--- config.mk ---
export PLATFORM = sky130hd
export DESIGN_NAME = fuse_cmd_ctrl
export DESIGN_NICKNAME = d
export VERILOG_FILES = /design/src/rtl/fuse_cmd_ctrl.sv
export SDC_FILE = /design/constraint.sdc
export NUM_CORES = 1
export LEC_CHECK = 0
export ABC_AREA = 1
export CAP_MARGIN = 20
export CORE_MARGIN = 1
export CORE_UTILIZATION = 45
export CTS_CLUSTER_SIZE = 30
export DETAILED_ROUTE_END_ITERATION = 12
export DONT_BUFFER_PORTS = 1
export PLACE_DENSITY = 0.61
export RECOVER_POWER = 25
export SYNTH_ARGS = -nofsm -noshare
export SYNTH_HDL_FRONTEND = slang
export SYNTH_SLANG_ARGS = --single-unit
export TNS_END_PERCENT = 100
--- constraint.sdc ---
create_clock -name clk -period 15.5 [get_ports clk]
set_clock_uncertainty 0.1 [all_clocks]
set_input_delay 0.775 -clock clk [delete_from_list [all_inputs] [get_ports clk]]
set_output_delay 0.775 -clock clk [all_outputs]
set_load 0.005 [all_outputs]
--- src/rtl/fuse_cmd_ctrl.sv ---
module fuse_cmd_ctrl #(
  parameter int WORDS = 4,
  parameter int WIDTH = 16,
  parameter logic [15:0] READ_KEY = 16'h5AA5,
  parameter logic [15:0] PROG_KEY = 16'h5A5A,
  parameter logic [7:0] RST_RD = 8'd80,
  parameter logic [7:0] RST_PG = 8'd128,
  parameter logic [7:0] RST_DIV = 8'd100
) (
  input  logic clk,
  input  logic rst_n,
  input  logic psel,
  input  logic penable,
  input  logic pwrite,
  input  logic [7:0] paddr,
  input  logic [31:0] pwdata,
  output logic [31:0] prdata,
  output logic irq,
  output logic [$clog2(WORDS)-1:0] fuse_addr,
  output logic [$clog2(WIDTH)-1:0] fuse_bit,
  output logic fuse_rd,
  input  logic [WIDTH-1:0] fuse_rdata,
  output logic fuse_burn
);
  localparam int WA = $clog2(WORDS);
  localparam int WB = $clog2(WIDTH);
  localparam int BW = WA + WB;
  localparam int NBITS = WORDS * WIDTH;
  localparam logic [5:0] A_KEY = 6'd0, A_CMD = 6'd1, A_RAW = 6'd2, A_ENA = 6'd3,
                         A_ST = 6'd4, A_CLR = 6'd5, A_TIM = 6'd6, A_DIV = 6'd7;

  typedef enum logic [1:0] {S_IDLE = 2'd0, S_PRE = 2'd1, S_BURN = 2'd2, S_SCAN = 2'd3} st_t;

  st_t st;
  logic [1:0] cmd, raw, ena;
  logic [15:0] key;
  logic [7:0] t_rd, t_pg, t_div;
  logic [WIDTH-1:0] shadow [WORDS];
  logic [WIDTH-1:0] snap [WORDS];
  logic [WIDTH-1:0] pgm [WORDS];
  logic [WA-1:0] widx;
  logic [BW-1:0] bidx;
  logic [15:0] cnt;

  wire [5:0] wa = paddr[7:2];
  wire unused_addr_lsb = &{1'b0, paddr[1:0]};
  wire wr = psel & penable & pwrite;
  wire [WA-1:0] slot = wa[WA-1:0];
  wire sh_hit = (wa[5:4] == 2'b01) && (int'(wa[3:0]) < WORDS);
  wire pg_hit = (wa[5:4] == 2'b10) && (int'(wa[3:0]) < WORDS);

  wire [7:0] pg1 = (t_pg == 8'd0) ? 8'd1 : t_pg;
  wire [7:0] div1 = (t_div == 8'd0) ? 8'd1 : t_div;
  wire [15:0] rd_len = (t_rd == 8'd0) ? 16'd1 : {8'd0, t_rd};
  wire [15:0] burn_len = {8'd0, pg1} * {8'd0, div1};

  wire [WA-1:0] bw = bidx[BW-1:WB];
  wire [WB-1:0] bb = bidx[WB-1:0];
  wire want = pgm[bw][bb] & ~snap[bw][bb] & ~snap[0][bw];

  wire scanning = (st == S_PRE) || (st == S_SCAN);
  wire rd_last = scanning && (cnt == rd_len - 16'd1);
  wire word_last = (widx == WA'(WORDS - 1));
  wire bit_step = (st == S_BURN) && (!want || cnt == burn_len - 16'd1);
  wire bit_last = (bidx == BW'(NBITS - 1));
  wire finish = (st == S_SCAN) && rd_last && word_last;

  wire cmd_wr = wr && (wa == A_CMD) && (st == S_IDLE);
  wire go_rd = cmd_wr && (pwdata == 32'd1) && (key == READ_KEY);
  wire go_pg = cmd_wr && (pwdata == 32'd2) && (key == PROG_KEY);
  wire [1:0] clr = (wr && wa == A_CLR) ? pwdata[1:0] : 2'b00;
  wire [1:0] set = {finish && cmd == 2'd2, finish && cmd == 2'd1};

  assign fuse_rd = scanning;
  assign fuse_burn = (st == S_BURN) && want;
  assign fuse_addr = (st == S_BURN) ? bw : widx;
  assign fuse_bit = bb;
  assign irq = |(raw & ena);

  always_ff @(posedge clk or negedge rst_n) begin
    if (!rst_n) begin
      st <= S_IDLE;
      cmd <= 2'd0;
      cnt <= 16'd0;
      widx <= '0;
      bidx <= '0;
    end else begin
      case (st)
        S_IDLE: begin
          cnt <= 16'd0;
          widx <= '0;
          bidx <= '0;
          if (go_rd) begin
            st <= S_SCAN;
            cmd <= 2'd1;
          end else if (go_pg) begin
            st <= S_PRE;
            cmd <= 2'd2;
          end
        end
        S_PRE, S_SCAN: begin
          if (rd_last) begin
            cnt <= 16'd0;
            widx <= widx + 1'b1;
            if (word_last) begin
              widx <= '0;
              if (st == S_PRE) st <= S_BURN;
              else begin
                st <= S_IDLE;
                cmd <= 2'd0;
              end
            end
          end else cnt <= cnt + 16'd1;
        end
        S_BURN: begin
          if (bit_step) begin
            cnt <= 16'd0;
            bidx <= bidx + 1'b1;
            if (bit_last) begin
              bidx <= '0;
              st <= S_SCAN;
            end
          end else cnt <= cnt + 16'd1;
        end
        default: st <= S_IDLE;
      endcase
    end
  end

  always_ff @(posedge clk or negedge rst_n) begin
    if (!rst_n) begin
      for (int i = 0; i < WORDS; i++) begin
        shadow[i] <= '0;
        snap[i] <= '0;
      end
    end else if (rd_last) begin
      if (st == S_PRE) snap[widx] <= fuse_rdata;
      else shadow[widx] <= fuse_rdata;
    end
  end

  always_ff @(posedge clk or negedge rst_n) begin
    if (!rst_n) begin
      key <= 16'd0;
      ena <= 2'd0;
      raw <= 2'd0;
      t_rd <= RST_RD;
      t_pg <= RST_PG;
      t_div <= RST_DIV;
      for (int i = 0; i < WORDS; i++) pgm[i] <= '0;
    end else begin
      raw <= (raw & ~clr) | set;
      if (wr) begin
        if (pg_hit) pgm[slot] <= pwdata[WIDTH-1:0];
        case (wa)
          A_KEY: key <= pwdata[15:0];
          A_ENA: ena <= pwdata[1:0];
          A_TIM: begin
            t_rd <= pwdata[7:0];
            t_pg <= pwdata[15:8];
          end
          A_DIV: t_div <= pwdata[7:0];
          default: ;
        endcase
      end
    end
  end

  always_comb begin
    prdata = 32'd0;
    if (sh_hit) prdata[WIDTH-1:0] = shadow[slot];
    else if (pg_hit) prdata[WIDTH-1:0] = pgm[slot];
    else begin
      case (wa)
        A_KEY: prdata[15:0] = key;
        A_CMD: prdata[1:0] = cmd;
        A_RAW: prdata[1:0] = raw;
        A_ENA: prdata[1:0] = ena;
        A_ST:  prdata[1:0] = raw & ena;
        A_TIM: prdata[15:0] = {t_pg, t_rd};
        A_DIV: prdata[7:0] = t_div;
        default: prdata = 32'd0;
      endcase
    end
  end
endmodule


Word level (Yosys, flattened, before mapping)

Index checks and enable logic that the tools add are counted.

Register bits after elaboration: 264
Latch bits: 0
Memory bits (writable): 0
Memory bits (read-only): 0
Input port bits: 61
Output and inout bits: 41
Memories: 0

Add/sub/neg operators: 5
$mul: 1
Div/mod/pow operators: 0
Order comparisons: 8
Eq/ne operators: 28
Shifts and indexed selects: 0
Multiplexer cells: 58
Bitwise gates (word level): 14
Reduce and logical (&&, ||, !) cells: 41

Operators by type and width:

| cell                                                                 | count |
|---|---|
| 16-bit 2-to-1 mux                                                    | 14 |
| 64-bit bitwise mux                                                   | 3 |
| 16-bit binary-select mux with 2-bit select                           | 4 |
| 16-bit demux with 2-bit select                                       | 2 |
| 16-bit one-hot mux with 3 select lines                               | 1 |
| 16-bit by 15-bit == test with 1-bit output, second input constant    | 2 |
| 16-bit == test                                                       | 2 |
| 32-bit by 1-bit == test with 1-bit output, second input constant     | 1 |
| 32-bit by 2-bit == test with 1-bit output, second input constant     | 1 |
| 2-bit 2-to-1 mux                                                     | 16 |
| 6-bit by 3-bit == test with 1-bit output, second input constant      | 4 |
| 8-bit zero test                                                      | 3 |
| 8-bit 2-to-1 mux                                                     | 3 |
| 1-bit logical AND                                                    | 18 |
| 6-bit one-hot mux with 3 select lines                                | 1 |
| 2-bit AND reduction                                                  | 9 |
| 16-bit by 1-bit adder with 16-bit output, second input constant      | 1 |
| 8-bit by 8-bit multiplier with 16-bit output                         | 1 |
| 8-bit one-hot mux with 2 select lines                                | 1 |
| 16-bit by 1-bit subtractor with 16-bit output, second input constant | 1 |
| 2-bit one-hot mux with 7 select lines                                | 1 |
| 6-bit by 2-bit == test with 1-bit output, second input constant      | 2 |
| 6-bit 2-to-1 mux                                                     | 2 |
| 6-bit one-hot mux with 2 select lines                                | 1 |
| 32 further kinds                                                     | 61 |

Longest topological paths before layout

Depth after elaboration: 14
Mapped depth: 32
Mapped depth without buffers: 30

Least setup slack after synthesis

No wires, ideal clock.

Path type: register to register
Start: register t_div[4]
End: register cnt[14]
Library setup time: 0.122 ns
Data arrival time: 4.694 ns
Path slack: 10.583 ns
Cell stages (with the launch flop): 30
Cells stage by stage: dfrtp_1 > buf_2 > inv_1 > nand3b_1 > o21ai_2 > nand2_1 > fa_1 > fa_1 > inv_1 > fa_1 > inv_1 > fa_1 > inv_1 > ha_1 > nand3_1 > nand3_1 > nand2_1 > nand2_1 > nand2_1 > nand2_1 > inv_1 > nor2_1 > nand2_1 > inv_1 > nand3_1 > o21ai_2 > nand2_2 > nand2_4 > buf_6 > nor2_2

Longest elaborated chain between the ends: 9

RTL lines:

| item                                              | RTL line | RTL |
|---|---|---|
| start: declaration                                | 37       | `logic [7:0] t_rd, t_pg, t_div;` |
| start signal: assignment                          | 162      | `A_DIV: t_div <= pwdata[7:0];` |
| 8-bit zero test                                   | 53       | `wire [7:0] div1 = (t_div == 8'd0) ? 8'd1 : t_div;` |
| 8-bit 2-to-1 mux (*)                              | 53       |  |
| 8-bit by 8-bit multiplier with 16-bit output (*)  | 55       | `wire [15:0] burn_len = {8'd0, pg1} * {8'd0, div1};` |
| 16-bit by 1-bit subtractor with 16-bit output (*) | 64       | `wire bit_step = (st == S_BURN) && (!want \|\| cnt == burn_len - 16'd1);` |
| 16-bit == test (*)                                | 64       |  |
| 1-bit logical OR (*)                              | 64       |  |
| 1-bit logical AND (*)                             | 64       |  |
| 16-bit 2-to-1 mux (*)                             | 116      | `if (bit_step) begin` |
| 16-bit one-hot mux with 3 select lines (*)        | 88       | `case (st)` |
| end signal: assignment                            | 113      | `end else cnt <= cnt + 16'd1;` |
| end signal: assignment                            | 123      | `end else cnt <= cnt + 16'd1;` |
| end: declaration                                  | 43       | `logic [15:0] cnt;` |

Mark *: on every way between the ends. The rest lies on a longest branch, timed or not.
A chain may end at the register's enable or synchronous reset.

Final worst setup path

Start: register t_div[7]
End: register cnt[13]

Same word-level chain as after synthesis.

==> impl_metrics.toml <==
[critical_path]
cp-start-kind = "register"
crit_type = "register to register"
worstSetupStartpoint = "t_div[7]$_DFFE_PN0P_"
crit-reg2reg-launch = "t_div[7]$_DFFE_PN0P_"
worst_ep_arrival_time_ns = 6.28
worstSetupEndpointType = "register"
cp_max_fo = 16
crit_required_ns = 15.84

[clock_tree]
postCtsSetupRepairBufs = 0
clock-sinks = 264
path_clk_slew_ns = 0.06
cts.htree.levels = 1
clockBufferDepth = 3
numCtsBuffers = 30
cts_tree = "built"
cts_root_buf = "clkbuf_16"
clk_latency_ns = 0.60

[grt]
grt_usage_pct = 25.8
antenna_found_initial = 0
grt_pass1_vias = 13200
grt_max_degree = 259
grt_pass1_wl_mm = 73.4
overflow = 0

[timing]
period_share_pct = 38.3
finalSetupTns_ns = 0
slew_viol_final = 98
clock.fmax_mhz = 168
relSlewSlack_pct = -257
worst_pin_slew_ns = 5.36
setup_viol = 0
hold_violations = 0
rsz0062_at_grt = "no"
fin_crit_ns = 5.94

[power_and_ir_drop]
power_density_nw_per_um2 = 95.3
leakage_nw = 8.27
irDropWorstVdd_mv = 0.0926
p_total_mw = 1.66

[yosys]
ys_types = 49
ys_top_cells_by_area = "dfrtp_1, nand2_1, o21ai_0"
syn-instance-count = 2106
synth_xor_area_share_pct = 1.98
synth_top_area_share_pct = 39.9
synth_top_family_by_area = "simple AND/OR/NAND/NOR gates"
synth-simple-area-share_pct = 23.1
yosys.area.top_type = "dfrtp_1"
ys_ff_latch = 264
synth_compound_area_share_pct = 15.0
syn_area_um2 = 16200
synthAdderAreaFrac_pct = 8.94
synthMuxAreaShare_pct = 0
ys_warn_count = 0
syn_area_per_cell_um2 = 7.68
synth_seq_area_share_pct = 40.9

[placement]
gp_congestion = 0.909
dp_hpwl_mm = 31.8
numPortBuffers = 0

[min_path]
hold_path.class = "primary input to register"
min_from = "fuse_rdata[3]"

[job]
drv_cap = 1

[cells_and_area]
seq_area_um2 = 6620
layout-drive-gt1-share_pct = 5.39
fill_cells = 3533
layout.nets = 2205
diodes = 0
area_delta_synth_final_pct = 7.51
multi_input_area_um2 = 8020

[floorplan]
start_util_pct = 45.6
dieArea_um2 = 36700
row_count = 69
die_y_um = 192
ios = 102
core-area_um2 = 35500
dieWidth_um = 192

[drt]
viasPerCell = 5.41
antenna_left = 0
drtIter0Drc = 1035
vias = 13700
drc = 0
dr.pass1.iters = 6
wire_per_inst_um = 18.2
wirelength_mm = 46.2

[run_status]
violations = "max-capacitance violations, max-slew violations"
status = "complete, but fails checks"
kinds of logic after synthesis:
logic type	Yosys count
and+or+nand+nor	898
AOI/OAI and AO/OA	433
buffers and inverters	384
DFF	264
adders and majority gates	91
xor gates and xnor gates	35
other	1
worst max-delay path, stage by stage (launching register included):
cell	delay [ns]
dfrtp_1	0.53
nand3b_1	0.25
o21ai_2	0.39
nand2_1	0.14
fa_1	0.52
fa_1	0.51
inv_1	0.05
fa_1	0.53
inv_1	0.05
fa_1	0.47
inv_1	0.04
ha_1	0.36
nand2_1	0.10
inv_1	0.06
nand3_1	0.06
nand2_1	0.14
nand2_1	0.09
nand2_1	0.07
nand2_1	0.06
nand2_1	0.06
nand2_1	0.04
nand2_1	0.11
nand3_1	0.11
o21ai_2	0.51
nand2_2	0.13
nand2_4	0.24
nor2_1	0.07
synth_stat cells, drive strengths merged:
cell     instances
o211ai          12
nand2          620
nor2           120
conb             1
a21oi           32
a32o             1
o21ai          312
xnor2           16
o31ai            1
nand3b           3
a2111oi          2
dfrtp          258
a221oi           1
ha              50
inv            265
nand3           95
o22ai           13
a22oi           29
nor3            20
dfstp            6
xor2            18
clkbuf          51
and3             1
o2bb2ai          4
fa              41
a22o            11
a221o            3
nor4            14
nor3b            1
buf             68
a31oi            1
o221ai           2
nand4           20
o2111ai          9
or2              4
xnor3            1
registers in the layout (all words and copies together), names as in the netlist:
name and count:
cmd 2, t_rd 8, raw 2, snap 64, ena 2, cnt 16, key 16, bidx 6
pgm 64, st 2, t_pg 8, widx 2, t_div 8, shadow 64
placed cells by master, fill, tap and decap left out, types with 8 or more instances in the layout:
cell type / synthesis / layout
a21oi_1: 32 / 32
a22o_1: 11 / 11
a22oi_1: 29 / 29
buf_4: 22 / 8
clkbuf_1: 49 / 13
clkbuf_16: 0 / 30
clkinv_2: 0 / 8
conb_1: 1 / 16
dfrtp_1: 258 / 257
fa_1: 41 / 41
ha_1: 50 / 50
inv_1: 259 / 259
nand2_1: 617 / 617
nand3_1: 91 / 91
nand4_1: 20 / 20
nor2_1: 102 / 101
nor2_2: 15 / 16
nor3_1: 18 / 16
nor4_1: 14 / 14
o2111ai_1: 9 / 9
o211ai_1: 12 / 12
o21ai_0: 240 / 240
o21ai_1: 68 / 68
o22ai_1: 13 / 13
xnor2_1: 16 / 16
xor2_1: 18 / 18
worst paths after layout:
check / end / slack [ns] / depth (start not counted)
setup / recovery: cnt[13]$_DFF_PN0_ / 9.56 / 26
hold / removal: shadow[51]$_DFFE_PN0P_ / 0.35 / 2
setup reg to reg: cnt[13]$_DFF_PN0_ / 9.56 / 26
hold reg to reg: snap[15]$_DFFE_PN0P_ / 0.38 / 2
max in group asynchronous: t_pg[5]$_DFFE_PN0P_ / 10.24 / 1
min in group asynchronous: t_pg[7]$_DFFE_PN1P_ / 0.75 / 1
timing repair:
action                                 CTS  global route
hold buffers                             2             0
endpoints found under the hold margin  258             0
resized for setup                        0             0
stage by stage:
stage          cells  hold WS, ns  setup slack, ns  util [%]  cell area, um2
2_1_floorplan   2121        0.345            10.58         -           16200
3_3_place_gp    2471        0.362             9.57      45.8           16300
3_5_place_dp    2471        0.369             9.53      45.8           16300
4_1_cts         2529        0.340             9.53      48.6           17200
5_1_grt         2538        0.365             9.09      49.0           17400
6_report        2538        0.354             9.56      49.0           17400
area by class of cell:
type | instances | share of cell area [%]
sequential | 264 | 38.0
multi-input combinational | 1473 | 46.1
timing repair buffer | 19 | 1.49
clock inverter | 10 | 0.453
clock buffer | 46 | 4.89
tap | 461 | 3.32
inverter | 265 | 5.72
report_power, final:
part	total (mW)	internal [mW]	leakage, nW	switching [mW]
Combinational	0.264	0.0903	4.84	0.174
Sequential	0.719	0.703	2.97	0.0155
Clock	0.674	0.379	0.459	0.295
Total	1.66	1.17	8.27	0.485
routing by layer:
| metal | wire length [um] | vias to the layer above | GRT usage (%) |
|---|---|---|---|
| met4 | 1340 | 0 | 7.75 |
| li1 | - | 6657 | - |
| met3 | 2670 | 77 | 3.98 |
| met5 | 0 | - | 0 |
| met1 | 20100 | 6606 | 34.3 |
| met2 | 22000 | 378 | 43.4 |
No activity file was read; power rests on OpenSTA's default activity.
